==> config.mk <==
export PLATFORM = sky130hd
export DESIGN_NAME = seg_shift_disp
export DESIGN_NICKNAME = d
export VERILOG_FILES = /design/src/rtl/seg_shift_disp.sv
export SDC_FILE = /design/constraint.sdc
export NUM_CORES = 1
export LEC_CHECK = 0
export CORE_MARGIN = 2
export CORE_UTILIZATION = 55
export DETAILED_ROUTE_END_ITERATION = 8
export DONT_BUFFER_PORTS = 1
export GPL_ROUTABILITY_DRIVEN = 0
export PLACE_DENSITY = 0.81
export SYNTH_ARGS = -nofsm -noshare
export SYNTH_HDL_FRONTEND = slang
export SYNTH_SLANG_ARGS = --single-unit
==> constraint.sdc <==
create_clock -name clk -period 5.3 [get_ports clk]
set_input_delay 0.265 -clock clk [delete_from_list [all_inputs] [get_ports clk]]
set_output_delay 0.265 -clock clk [all_outputs]
set_load 0.005 [all_outputs]
==> src/rtl/seg_shift_disp.sv <==
module seg_shift_disp #(
  parameter logic [31:0] BASE_ADDR   = 32'h0000_0400,
  parameter logic [31:0] ADDR_MASK   = 32'hFFFF_FF00,
  parameter int          DIGITS      = 8,
  parameter int          REFRESH_DIV = 50000
) (
  input  logic              clk,
  input  logic              rst,
  input  logic              wb_cyc,
  input  logic              wb_stb,
  input  logic              wb_we,
  input  logic [31:0]       wb_adr,
  input  logic [31:0]       wb_dat_w,
  output logic [31:0]       wb_dat_r,
  output logic              wb_ack,
  output logic [DIGITS-1:0] an_n,
  output logic [7:0]        seg_n
);
  localparam int IDX_W   = (DIGITS > 1) ? $clog2(DIGITS) : 1;
  localparam int CNT_W   = (REFRESH_DIV > 1) ? $clog2(REFRESH_DIV) : 1;
  localparam int B_SHIFT = 24;
  localparam int B_CLEAR = 16;
  localparam int B_WRITE = 8;
  localparam int B_OFF   = 4;

  logic [3:0]        val [DIGITS];
  logic [DIGITS-1:0] vld;
  logic [CNT_W-1:0]  cnt;
  logic [IDX_W-1:0]  idx;

  wire sel    = wb_cyc && wb_stb && ((wb_adr & ADDR_MASK) == (BASE_ADDR & ADDR_MASK));
  wire cmd    = sel && wb_we && !wb_ack;
  wire do_clr = wb_dat_w[B_CLEAR];
  wire do_shf = wb_dat_w[B_SHIFT];
  wire do_wr  = wb_dat_w[B_WRITE];
  wire off    = wb_dat_w[B_OFF];
  wire [3:0] nib = wb_dat_w[3:0];

  logic unused_bits;
  assign unused_bits = ^{wb_dat_w[31:25], wb_dat_w[23:17], wb_dat_w[15:9], wb_dat_w[7:5]};

  assign wb_dat_r = '0;

  always_ff @(posedge clk) begin
    if (rst) wb_ack <= 1'b0;
    else     wb_ack <= sel && !wb_ack;
  end

  always_ff @(posedge clk) begin
    if (rst) begin
      vld <= '0;
      for (int i = 0; i < DIGITS; i++) val[i] <= 4'h0;
    end else if (cmd) begin
      if (do_clr) begin
        vld <= '0;
      end else if (do_shf) begin
        for (int i = 1; i < DIGITS; i++) begin
          val[i] <= val[i-1];
          vld[i] <= vld[i-1];
        end
        val[0] <= nib;
        vld[0] <= do_wr && !off;
      end else if (do_wr) begin
        val[0] <= nib;
        vld[0] <= !off;
      end
    end
  end

  always_ff @(posedge clk) begin
    if (rst) begin
      cnt <= '0;
      idx <= '0;
    end else if (cnt == CNT_W'(REFRESH_DIV - 1)) begin
      cnt <= '0;
      idx <= (idx == IDX_W'(DIGITS - 1)) ? '0 : idx + 1'b1;
    end else begin
      cnt <= cnt + 1'b1;
    end
  end

  function automatic logic [6:0] glyph(input logic [3:0] v);
    case (v)
      4'h0: glyph = 7'h3F; 4'h1: glyph = 7'h06; 4'h2: glyph = 7'h5B; 4'h3: glyph = 7'h4F;
      4'h4: glyph = 7'h66; 4'h5: glyph = 7'h6D; 4'h6: glyph = 7'h7D; 4'h7: glyph = 7'h07;
      4'h8: glyph = 7'h7F; 4'h9: glyph = 7'h6F; 4'hA: glyph = 7'h77; 4'hB: glyph = 7'h7C;
      4'hC: glyph = 7'h39; 4'hD: glyph = 7'h5E; 4'hE: glyph = 7'h79; default: glyph = 7'h71;
    endcase
  endfunction

  assign an_n  = ~(DIGITS'(1) << idx);
  assign seg_n = vld[idx] ? {1'b1, ~glyph(val[idx])} : 8'hFF;

  AST_ACK_SINGLE:    assert property (@(posedge clk) disable iff (rst) wb_ack |=> !wb_ack);
  AST_ACK_SELECTED:  assert property (@(posedge clk) disable iff (rst) wb_ack |-> $past(sel));
  AST_CLEAR_EMPTIES: assert property (@(posedge clk) disable iff (rst) (cmd && do_clr) |=> (vld == '0));
  AST_SHIFT_MOVES:   assert property (@(posedge clk) disable iff (rst)
    (cmd && do_shf && !do_clr) |=> (val[1] == $past(val[0]) && vld[1] == $past(vld[0])));
  AST_BLANK_WRITE:   assert property (@(posedge clk) disable iff (rst)
    (cmd && do_wr && off && !do_clr) |=> !vld[0]);
  AST_ONE_ANODE:     assert property (@(posedge clk) disable iff (rst) $countones(~an_n) == 1);
endmodule

==> results of run 1 <==
==> power groups by stage <==
stage / Sequential, mW / Combinational (mW) / Clock (mW)
global placement: 0.525 / 0.0398 / 0
floorplan: 0.523 / 0.0536 / 0
CTS: 0.515 / 0.0428 / 0.413
global route: 0.516 / 0.0502 / 0.436
finish: 0.515 / 0.0433 / 0.408
detailed placement: 0.525 / 0.0413 / 0
==> state kept, by name, summed over array words and instances (netlist names), named ones only <==
| name | flops |
|---|---|
| wb_ack | 1 |
| val | 32 |
| idx | 3 |
| vld | 8 |
| cnt | 16 |
==> worst max-delay path by stage <==
stage              from        to  slack, ns  cells past startpoint
2_1_floorplan  register  seg_n[0]       2.95                      7
3_3_place_gp   register  seg_n[4]       2.65                      8
3_5_place_dp   register  seg_n[4]       2.60                      8
4_1_cts        register  seg_n[4]       2.22                      8
5_1_grt        register  seg_n[4]       2.03                      8
6_report       register  seg_n[4]       2.21                      8
==> cell families (layout without fill, tap and decap cells) <==
| family | after synthesis | count (layout) |
|---|---|---|
| compound gates | 33 | 33 |
| xor+xnor | 14 | 14 |
| fa+ha+maj | 13 | 13 |
| buf+inv | 57 | 30 |
| flops | 63 | 63 |
| mux | 20 | 20 |
| other cells | 2 | 33 |
| simple gates | 113 | 113 |
==> cells in the final DEF (no fill, tap or decap), drive strengths merged, types with 4 or more instances in the layout <==
| cell type | synthesis | layout |
|---|---|---|
| a21oi | 7 | 7 |
| a22o | 15 | 15 |
| and2 | 25 | 25 |
| clkbuf | 6 | 12 |
| conb | 2 | 33 |
| dfxtp | 39 | 39 |
| edfxtp | 24 | 24 |
| ha | 13 | 13 |
| inv | 13 | 14 |
| mux2 | 4 | 4 |
| mux2i | 6 | 6 |
| mux4 | 10 | 10 |
| nand2 | 20 | 20 |
| nand3 | 9 | 9 |
| nand4 | 5 | 5 |
| nor2 | 27 | 27 |
| nor3 | 6 | 6 |
| nor4 | 4 | 4 |
| xnor2 | 11 | 11 |
==> routing by layer <==
metal,vias up,global-route usage [%]
li1,1042,-
met4,0,10.00
met5,-,0
met1,1031,24.22
met3,10,3.956
met2,95,29.02
==> final cells by class <==
| cell class | count | area, sq um | area share [%] |
|---|---|---|---|
| clock buffers | 12 | 177.7 | 5.139 |
| clock inverters | 4 | 23.77 | 0.6877 |
| inverters | 13 | 48.80 | 1.412 |
| multi-input cells | 226 | 1602 | 46.33 |
| flip-flops and latches | 63 | 1501 | 43.43 |
| well taps | 75 | 93.84 | 2.714 |
| repair buffers | 1 | 10.01 | 0.2895 |
==> cells in the mapped netlist, drive strengths merged <==
library cell  instances
o21ai                 2
buf                  38
conb                  2
or3                   2
a31oi                 2
a22o                 15
inv                  13
ha                   13
and4                  2
and3b                 1
clkbuf                6
dfxtp                39
nand2                20
or2                   3
nor3                  6
edfxtp               24
o221ai                3
xnor2                11
nand2b                1
nor4bb                1
nand3                 9
and3                  3
or3b                  1
nor4b                 2
nor3b                 1
a31o                  1
o211ai                2
mux4                 10
o41ai                 1
and2                 25
nand4                 5
mux2                  4
nor2                 27
nor4                  4
mux2i                 6
a21oi                 7
xor2                  3
==> metrics by stage <==
stage	hold WS, ns	util [%]
2_1_floorplan	0.4130	-
3_3_place_gp	0.3376	55.14
3_5_place_dp	0.3383	55.14
4_1_cts	0.01733	58.74
5_1_grt	0.03370	58.74
6_report	0.02605	58.74
==> worst max-delay path, cell delays in order (launching register included) <==
cell      delay, ns
dfxtp_1        0.66
mux4_2         0.57
mux2_2         0.35
inv_1          0.13
ha_1           0.22
inv_1          0.07
nor2_1         0.15
a21oi_1        0.06
o221ai_1       0.28
==> repair_timing <==
item	4_1_cts	5_1_grt
hold buffers	1	0
buffers inserted	0	0
endpoints found under the setup margin	0	0
hold endpoints to repair	6	0
==> impl_results.md, run 1 <==
- Post-detail-place hpwl: approximately 4200 um
- Drt pass-1 iters: 4
- Grt total ovfl: 0
- HP Start: rst
- Sequential element share of the synthesized area: about 45%
- Initial antenna violation count: 0
- Hold Vio Cnt, Final: 0
- Largest net degree at the start of global routing: 36
- Standard-cell row count: 28
- End of the worst hold path: wb_ack
- WL/cell: between 10 and 15 um
- Synth Area in Compound Gates: 7.413%
- Initial Util: 56.78%
- R2R setup slack: around 2.9 ns
- Layout cells sized above 1: about a tenth
- Status: finished clean
- TritonCTS clock tree: yes
- Period minus WS final: about 3.1 ns
- Switching share of power: 22.33%
- DRC Markers: 0
- Post-route antenna net violation count: 0
- DR WL met2: 2663 um
- Final wirelength: ~5800 um
- PnR worst setup slack: between 2 and 2.5 ns
- Post-DP Area: approximately 3200 sq um
- Crit path kind: reg2out
- Clock buffer count from CTS: 9
- Reg-to-reg startpoint: wb_ack
- Nets: about 400
- Pre-CTS setup slack: 2.597 ns
- Standard cell core area: 5886 sq um
- Finished Cell Area: about 3500 sq um
- Worst path arrival time: 2.83 ns
- Synth warn: 0
- Unrepaired setup endpoints after global routing: no
- Die Wd: about 80 um
- Final Max Slew Viols: 0
- Final Cycle Share: approximately three fifths
- Worst Skew: around 0.0073 ns
- Finished Layout Cells: between 300 and 400
- Area share of the largest cell type after synthesis: 23.36%
- Vias/cell: about 5.5
- Placed insts: about 380
- Pwr/cell area: 279.6 nW/um^2
- Via count: 2178
- PnR Total Power: between 0.9 and 1 mW
- Flop pwr share: between 50% and 60%
- Simple-gate share of the synthesized area: 17.67%
- Crit path max fanout: 7
- Fin Setup TNS: 0 ns
- Worst-Margin Slew: approximately 1 ns
- Fill count: between 400 and 500
- Initial DRC Count: approximately 120
- Worst Path Required: 5.04 ns
- Area delta synth->final: 3.445%
- Xor/xnor share of the synthesized area: between 3 and 4%
- Worst hold path type: in2reg
- Max_cap viols: 0
- Diode count: 0
- Synth area leaders: dfxtp_1, edfxtp_1, buf_4
- Worst-Skew Late Latency: 0.34 ns
- Input/output buffers: 0
- Met3 WL: between 300 and 400 um
- Clk buf depth: 2
- Peak supply drop: between 0.2 and 0.25 mV
- Hold Path Cell Cnt: 1
- Top Ports: about 120
- CTS clk-pin slew, worst paths: roughly 0.070 ns
- CTS HTree Levels: 3
- Die area: between 6000 and 7000 sq um
- Num Clock Sinks: between 60 and 70
- Psw: roughly 0.22 mW
- Adder-cell share of the synthesized area: 4.867%
- Die height: 81.95 um
- Global-route wire length before repair: 9225 um
- Fmax achieved: between 300 and 400 MHz
- Post-synthesis register bit count: 63
- Post-synthesis mux area share: between 10% and 20%
- Root buffer selected by CTS: clkbuf_8
- Relative slew slack: 33.35%
- R2r endpoint: val[4][3]
- Internal power: 0.7507 mW
- Largest family of logic cells by synthesized area: simple AND/OR/NAND/NOR gates
- Synth Instances: 315
- GR Util All Layers: between 10% and 20%
- Setup-failing EPs final: 0
- Max Used Layer: met4
- LEAKAGE: around 1.3 nW
- Vias in the first global route: slightly above 2k
- Combinational share of power: under 10%
- Largest area contributor in the netlist: dfxtp_1
- Worst R2R Path Depth: 5
- Critical path endpoint category: output pin
- Syn avg cell area: about 11 sq um
- Startpoint types: register
- Mapped Area: about 3300 sq um
- Post-synth cell types: 43
- Post-cts sizing count: 0
- WL met1: 2650 um
- Clk network pwr share: roughly 42%
(Power assumes the default switching activity.)
==> run 2: changes to the inputs <==
Settings changed: ABC_AREA from default to 1.
Clock period 5.3 ns to 3 ns, I/O delays scaled along.
==> run 2 against run 1 <==
Net effect:
- synthesized cell count increased by 63%
- sequential share of layout area shrank 6.3 points
- worst hold slack gained 0.019 ns
- largest cell class unchanged
==> impl_results.md, run 2 <==
- Initial Util: 57.13% (was 56.78%)
- Post-synthesis mux area share: 0% (was 10.60%)
- Largest area contributor in the netlist: dfxtp_1 (unchanged)
- Post-synthesis register bit count: 63 (unchanged)
- GRT busiest layer: met2 (unchanged)
- Worst-Skew Late Latency: 0.34 ns (about the same)
- Simple-gate share of the synthesized area: 29.63% (was 17.67%)
- Hold Vio Cnt, Final: 0 (unchanged)
- Fin Setup TNS: 0 ns (unchanged)
- Finished Layout Cells: 618 (was 394)
- Met1 usage: 24.27% (was 24.22%)
- Die height: 88.01 um (was 81.95 um)
- Vias/cell: 5.037 (was 5.528)
- Final wirelength: 7576 um (was 5800 um)
- Hold Worst Slack: 0.04513 ns (was 0.02605 ns)
- Pre-CTS setup slack: 0.7636 ns (was 2.597 ns)
- CTS HTree Levels: 3 (unchanged)
- Fill count: 608 (was 472)
- PnR Total Power: 1.847 mW (was 0.9665 mW)
- Synth Instances: 515 (was 315)
- Clk buf depth: 2 (unchanged)
- Final Cycle Share: 88.75%
- Synth Area in Compound Gates: 10.51% (was 7.413%)
- Drt pass-1 iters: 4 (unchanged)
- Die Wd: 88.01 um (was 81.95 um)
- Via count: 3113 (was 2178)
- Commonest non-fill, non-tap cell in the layout: nand2_1 (was dfxtp_1)
- Post-synth ARST share: 0% (unchanged)
- Layout cells sized above 1: 9.004% (was 10.34%)
- Worst path arrival time: 2.51 ns (was 2.83 ns)
- Standard cell core area: 6794 sq um (was 5886 sq um)
- GR Util All Layers: 20.57% (was 18.60%)
- Input/output buffers: 0 (unchanged)
- Synth warn: 0 (unchanged)
- WL/cell: 12.26 um (was 14.72 um)
- Number of synthesized flops with an enable pin: 24 (unchanged)
- DRC Markers: 0 (unchanged)
- Unrepaired setup endpoints after global routing: no (unchanged)
- Clock buffer count from CTS: 9 (unchanged)
- Post-synth cell types: 45 (was 43)
- Worst hold path type: in2reg (unchanged)
- Post-DP Area: 3804 sq um (was 3246 sq um)
- Top-count cell post-synth: nand2_1 (was dfxtp_1)
- Register area: 1501 sq um (unchanged)
- Final core occ: 59.58% (was 58.74%)
- Critical path endpoint category: output pin (unchanged)
- Largest family of logic cells by synthesized area: simple AND/OR/NAND/NOR gates (unchanged)
- Grt total ovfl: 0 (unchanged)
- TritonCTS clock tree: yes (unchanged)
- Adder-cell share of the synthesized area: 4.191% (was 4.867%)
- Largest net degree at the start of global routing: 34 (was 36)
- Post-detail-place hpwl: 5457 um (was 4174 um)
- Top Ports: 118 (unchanged)
- Post-route antenna net violation count: 0 (unchanged)
- Multi-input combinational cell area: 1871 sq um (was 1602 sq um)
- Peak supply drop: 0.3499 mV (was 0.2203 mV)
- Synth cell count leaders: nand2_1, inv_1, nor2_1 (was dfxtp_1, buf_4, nor2_1)
- PnR worst setup slack: 0.3376 ns (was 2.208 ns)
- Initial antenna violation count: 0 (unchanged)
- Initial DRC Count: 155 (was 122)
- Period minus WS final: 2.662 ns
- Syn avg cell area: 7.536 sq um (was 10.61 sq um)
- Synth area leaders: dfxtp_1, edfxtp_1, nand2_1 (was dfxtp_1, edfxtp_1, buf_4)
- CTS clk-pin slew, worst paths: 0.07 ns (about the same)
- Startpoint types: register (unchanged)
- LEAKAGE: 1.727 nW (was 1.304 nW)
- M2 GR Usage: 35.12% (was 29.02%)
- Worst Path Required: 2.85 ns (was 5.04 ns)
- Global-route wire length before repair: 12540 um (was 9225 um)
- Area share of the largest cell type after synthesis: 20.12% (was 23.36%)
- Pwr/cell area: 456.3 nW/um^2 (was 279.6 nW/um^2)
- Worst Skew: 0.008743 ns (was 0.007280 ns)
- Final Max Slew Viols: 0 (unchanged)
- Placed insts: 601 (was 377)
- Setup-failing EPs final: 0 (unchanged)
- Biggest register: val (unchanged)
- Ys flop type: dfxtp_1 (unchanged)
- Mapped Area: 3881 sq um (was 3342 sq um)
- Biggest regs: val: 32 flops, cnt: 16 flops, vld: 8 flops (unchanged)
- Max reg flops: 32 (unchanged)
- Post-CTS Setup Repair Bufs: 0 (unchanged)
- GR met3 Demand/Resource: 5.090% (was 3.956%)
- Diode count: 0 (unchanged)
- Crit path max fanout: 16 (was 7)
- Sequential element share of the synthesized area: 38.68% (was 44.93%)
- Fmax achieved: ~380 MHz
- Die area: 7745 sq um (was 6716 sq um)
- Worst-Margin Slew: 0.5629 ns (was 0.9997 ns)
- Status: finished clean (unchanged)
- Crit path kind: reg2out (unchanged)
- Num Clock Sinks: 63 (unchanged)
- Root buffer selected by CTS: clkbuf_8 (unchanged)
- Vias in the first global route: 2922 (was 2022)
- Most frequent cells in the layout: nand2_1, inv_1, nor2_1 (was dfxtp_1, conb_1, nor2_1)
- Max_cap viols: 0 (unchanged)
- Xor/xnor share of the synthesized area: 0.6770% (was 3.669%)
- Relative slew slack: 62.40% (was 33.35%)
- Post-cts sizing count: 0 (unchanged)
- Finished Cell Area: 4048 sq um (was 3457 sq um)
- Area delta synth->final: 4.288% (was 3.445%)
- Standard-cell row count: 30 (was 28)
- Nets: 599 (was 396)
==> run 2: cell types whose count changed in the layout (fill, tap and decap cells not counted), moves of 8 or more <==
cell,delta
nand3_1,+39
a22o_1,-15
a21oi_1,+14
and2_1,-22
xnor2_1,-11
nand2_1,+72
o21ai_0,+14
mux4_2,-8
nor2_1,+47
o21ai_2,+9
inv_1,+62
==> run 2: repair_timing <==
| action | in CTS | in global routing |
|---|---|---|
| hold buffers | 1 | 0 |
| hold endpoints to repair | 8 | 0 |
| endpoints found under the setup margin | 0 | 0 |
==> run 2: worst max-delay path, stage by stage, from the launching register on <==
cell	delay, ns
dfxtp_1	0.54
buf_4	0.28
a21oi_1	0.08
o21ai_0	0.11
nand3_1	0.13
o21ai_1	0.27
inv_1	0.16
ha_1	0.22
nand3_1	0.14
nand2_1	0.08
nand2_1	0.06
nand3_1	0.09
==> run 2: metal layers <==
metal | vias up | part of all wire, %
met2 | 97 | 49
met4 | 0 | 2.0
met3 | 16 | 5.6
li1 | 1589 | -
met5 | - | 0
met1 | 1411 | 44
==> run 2: cell families after synthesis <==
| kind of cell | after synthesis |
|---|---|
| fa+ha+maj | 13 |
| flops | 63 |
| compound gates | 64 |
| other cells | 2 |
| buf+inv | 121 |
| simple gates | 249 |
| xor+xnor | 3 |
==> run 2: power breakdown <==
group | internal [mW] | total [mW] | switching [mW]
Combinational | 0.0297 | 0.0979 | 0.0682
Clock | 0.505 | 0.841 | 0.336
Sequential | 0.900 | 0.908 | 0.00758
==> run 2: path summary, 6_finish.rpt <==
check,start,end,slack [ns],cells after the start
worst min-delay path,wb_dat_w[2],val[0][2],0.05,1
worst min register to register,cnt[0],cnt[0],0.46,1
worst max-delay path,register,seg_n[5],0.34,11
worst max register to register,wb_ack,val[0][0],1.10,7
==> run 2: final cells by class <==
class / instances / share of cell area, %
multi-input combinational: 362 / 46.21
sequential: 63 / 37.09
inverter: 77 / 7.141
clock buffer: 12 / 4.637
tap: 96 / 2.968
clock inverter: 4 / 1.144
timing repair buffer: 4 / 0.8037
==> run 3: changes to the inputs <==
Clock period 3 ns to 2.5 ns, I/O delays scaled along.
==> run 3 against run 2 <==
Net effect:
- critical path depth unchanged
- power grew 14%
- clock-buffer cell count fell by 1
- highest routed layer unchanged
- first-iteration DRC count is 3.2% lower
- non-clock buffer count increased by 2
- wire length up 1.8%
- combinational power increased by 21%
- utilization stayed put
==> impl_results.md, run 3 (synthesis gave the netlist of run 2 again) <==
- Most frequent cells in the layout: nand2_1, inv_1, nor2_1 (unchanged)
- Finished Cell Area: 4048 sq um (unchanged)
- Final wirelength: 7712 um (was 7576 um)
- Fill count: 621 (was 608)
- Area delta synth->final: 4.288% (unchanged)
- Period minus WS final: 2.277 ns
- Initial antenna violation count: 1 (was 0)
- WL/cell: 12.42 um (was 12.26 um)
- CP bufs+invs: 2 (unchanged)
- M2 GR Usage: 36.23% (was 35.12%)
- Delay-heaviest family, CP: flip-flops (unchanged)
- Crit path kind: reg2out (unchanged)
- Drt pass-1 iters: 4 (unchanged)
- Crit. path cell count: 11 (unchanged)
- Die area: 7745 sq um (unchanged)
- Crit path max fanout: 12 (was 16)
- Slowest stage delay, CP: 0.44 ns (was 0.54 ns)
- Critical path endpoint category: output pin (unchanged)
- Worst path slowest cell: dfxtp_2 (was dfxtp_1)
- Top Ports: 118 (unchanged)
- Commonest non-fill, non-tap cell in the layout: nand2_1 (unchanged)
- Worst path arrival time: 2.15 ns (was 2.51 ns)
- Vias/cell: 5.045 (was 5.037)
- Clk buf depth: 2 (unchanged)
- Post-detail-place hpwl: 5697 um (was 5457 um)
- Standard-cell row count: 30 (unchanged)
- Final core occ: 59.58% (unchanged)
- Finished Layout Cells: 621 (was 618)
- LEAKAGE: 1.729 nW (was 1.727 nW)
- Biggest register: val (unchanged)
- Peak supply drop: 0.4326 mV (was 0.3499 mV)
- Biggest regs: val: 32 flops, cnt: 16 flops, vld: 8 flops (unchanged)
- CTS HTree Levels: 3 (unchanged)
- Worst hold path type: in2reg (unchanged)
- Status: finished clean (unchanged)
- Crit path top cell by count: nand2_1 (was nand3_1)
- Initial Util: 57.13% (unchanged)
- Pre-CTS setup slack: 0.3405 ns (was 0.7636 ns)
- Input/output buffers: 0 (unchanged)
- GRT busiest layer: met2 (unchanged)
- Worst Path Required: 2.38 ns (was 2.85 ns)
- Vias in the first global route: 2989 (was 2922)
- GR met3 Demand/Resource: 6.315% (was 5.090%)
- Placed insts: 603 (was 601)
- Global-route wire length before repair: 13080 um (was 12540 um)
- Standard cell core area: 6794 sq um (unchanged)
- CTS clk-pin slew, worst paths: 0.07 ns (about the same)
- Met1 usage: 25.70% (was 24.27%)
- Via count: 3133 (was 3113)
- CP Cell Sequence: buf_4, a21oi_1, o21ai_0, nand2_1, o21ai_2, inv_1, ha_1, nand3_1, nand2_1, nand2_1, nand3_1 (was buf_4, a21oi_1, o21ai_0, nand3_1, o21ai_1, inv_1, ha_1, nand3_1, nand2_1, nand2_1, nand3_1)
- Worst R2R Path Depth: 8 (was 7)
- Max_cap viols: 0 (unchanged)
- Die Wd: 88.01 um (unchanged)
- PnR worst setup slack: 0.2234 ns (was 0.3376 ns)
- Clock buffer count from CTS: 9 (unchanged)
- Hold Vio Cnt, Final: 0 (unchanged)
- Initial DRC Count: 150 (was 155)
- Num Clock Sinks: 63 (unchanged)
- Layout cells sized above 1: 10.11% (was 9.004%)
- Worst-Skew Late Latency: 0.34 ns (about the same)
- TritonCTS clock tree: yes (unchanged)
- Die height: 88.01 um (unchanged)
- Hold Path Cell Cnt: 1 (unchanged)
- Grt total ovfl: 0 (unchanged)
- Setup-failing EPs final: 0 (unchanged)
- Root buffer selected by CTS: clkbuf_8 (unchanged)
- Nets: 601 (was 599)
- Max reg flops: 32 (unchanged)
- Final Max Slew Viols: 0 (unchanged)
- DRC Markers: 0 (unchanged)
- GR Util All Layers: 21.53% (was 20.57%)
- Post-route antenna net violation count: 0 (unchanged)
- Startpoint types: register (unchanged)
- Fmax achieved: between 400 and 500 MHz
- Post-CTS Setup Repair Bufs: 0 (unchanged)
- Largest net degree at the start of global routing: 30 (was 34)
- Post-DP Area: 3819 sq um (was 3804 sq um)
- Final Cycle Share: 91.06%
- Pwr/cell area: 519.6 nW/um^2 (was 456.3 nW/um^2)
- Fin Setup TNS: 0 ns (unchanged)
- Worst Skew: 0.01094 ns (was 0.008743 ns)
[run 3: cell types whose count changed in the layout (fill, tap and decap cells not counted), sizes merged]
cell,previous run,this run
inv,77,80
clkbuf,12,11
diode,0,1
buf,3,5
clkinv,3,2
bufinv,1,0
[run 3: through the flow]
step / total power [mW] / hold WS [ns]
finish: 2.103 / 0.01756
global route: 2.189 / 0.01000
CTS: 2.117 / 0.005809
detailed placement: 1.225 / 0.2116
global placement: 1.220 / 0.2086
floorplan: 1.244 / 0.3528
[run 3: routing by layer]
layer	share of wire (%)	vias up
met5	0	-
met4	1.9	0
met3	4.7	15
met2	51	83
met1	42	1435
li1	-	1600
[run 3: cell type report]
class                   count  area, sq um  share of cell area, %
inverters                  77        289.0                  7.141
well taps                  96        120.1                  2.968
flip-flops and latches     63         1504                  37.16
repair buffers              6        47.55                  1.175
diodes                      1        2.502                0.06182
clock inverters             5        32.53                 0.8037
clock buffers              11        173.9                  4.297
multi-input cells         362         1878                  46.40
[run 3: power breakdown]
| group | switching [mW] | internal, mW | total (mW) | leakage [nW] |
|---|---|---|---|---|
| Combinational | 0.0820 | 0.0362 | 0.118 | 1.06 |
| Sequential | 0.00856 | 1.08 | 1.09 | 0.561 |
| Clock | 0.413 | 0.484 | 0.896 | 0.111 |
[run 3: what timing repair did]
item / in CTS / in global routing
hold endpoints to repair: 10 / 0
gates resized for setup: 1 / 3
endpoints found under the setup margin: 3 / 7
hold buffers: 1 / 0
[run 3: worst paths after layout]
kind                    start   endpoint  slack (ns)
setup / recovery     register   seg_n[5]        0.22
hold / removal    wb_dat_w[2]  val[0][2]        0.02
setup reg to reg       wb_ack  val[2][3]        0.61
hold reg to reg        cnt[0]     cnt[0]        0.45
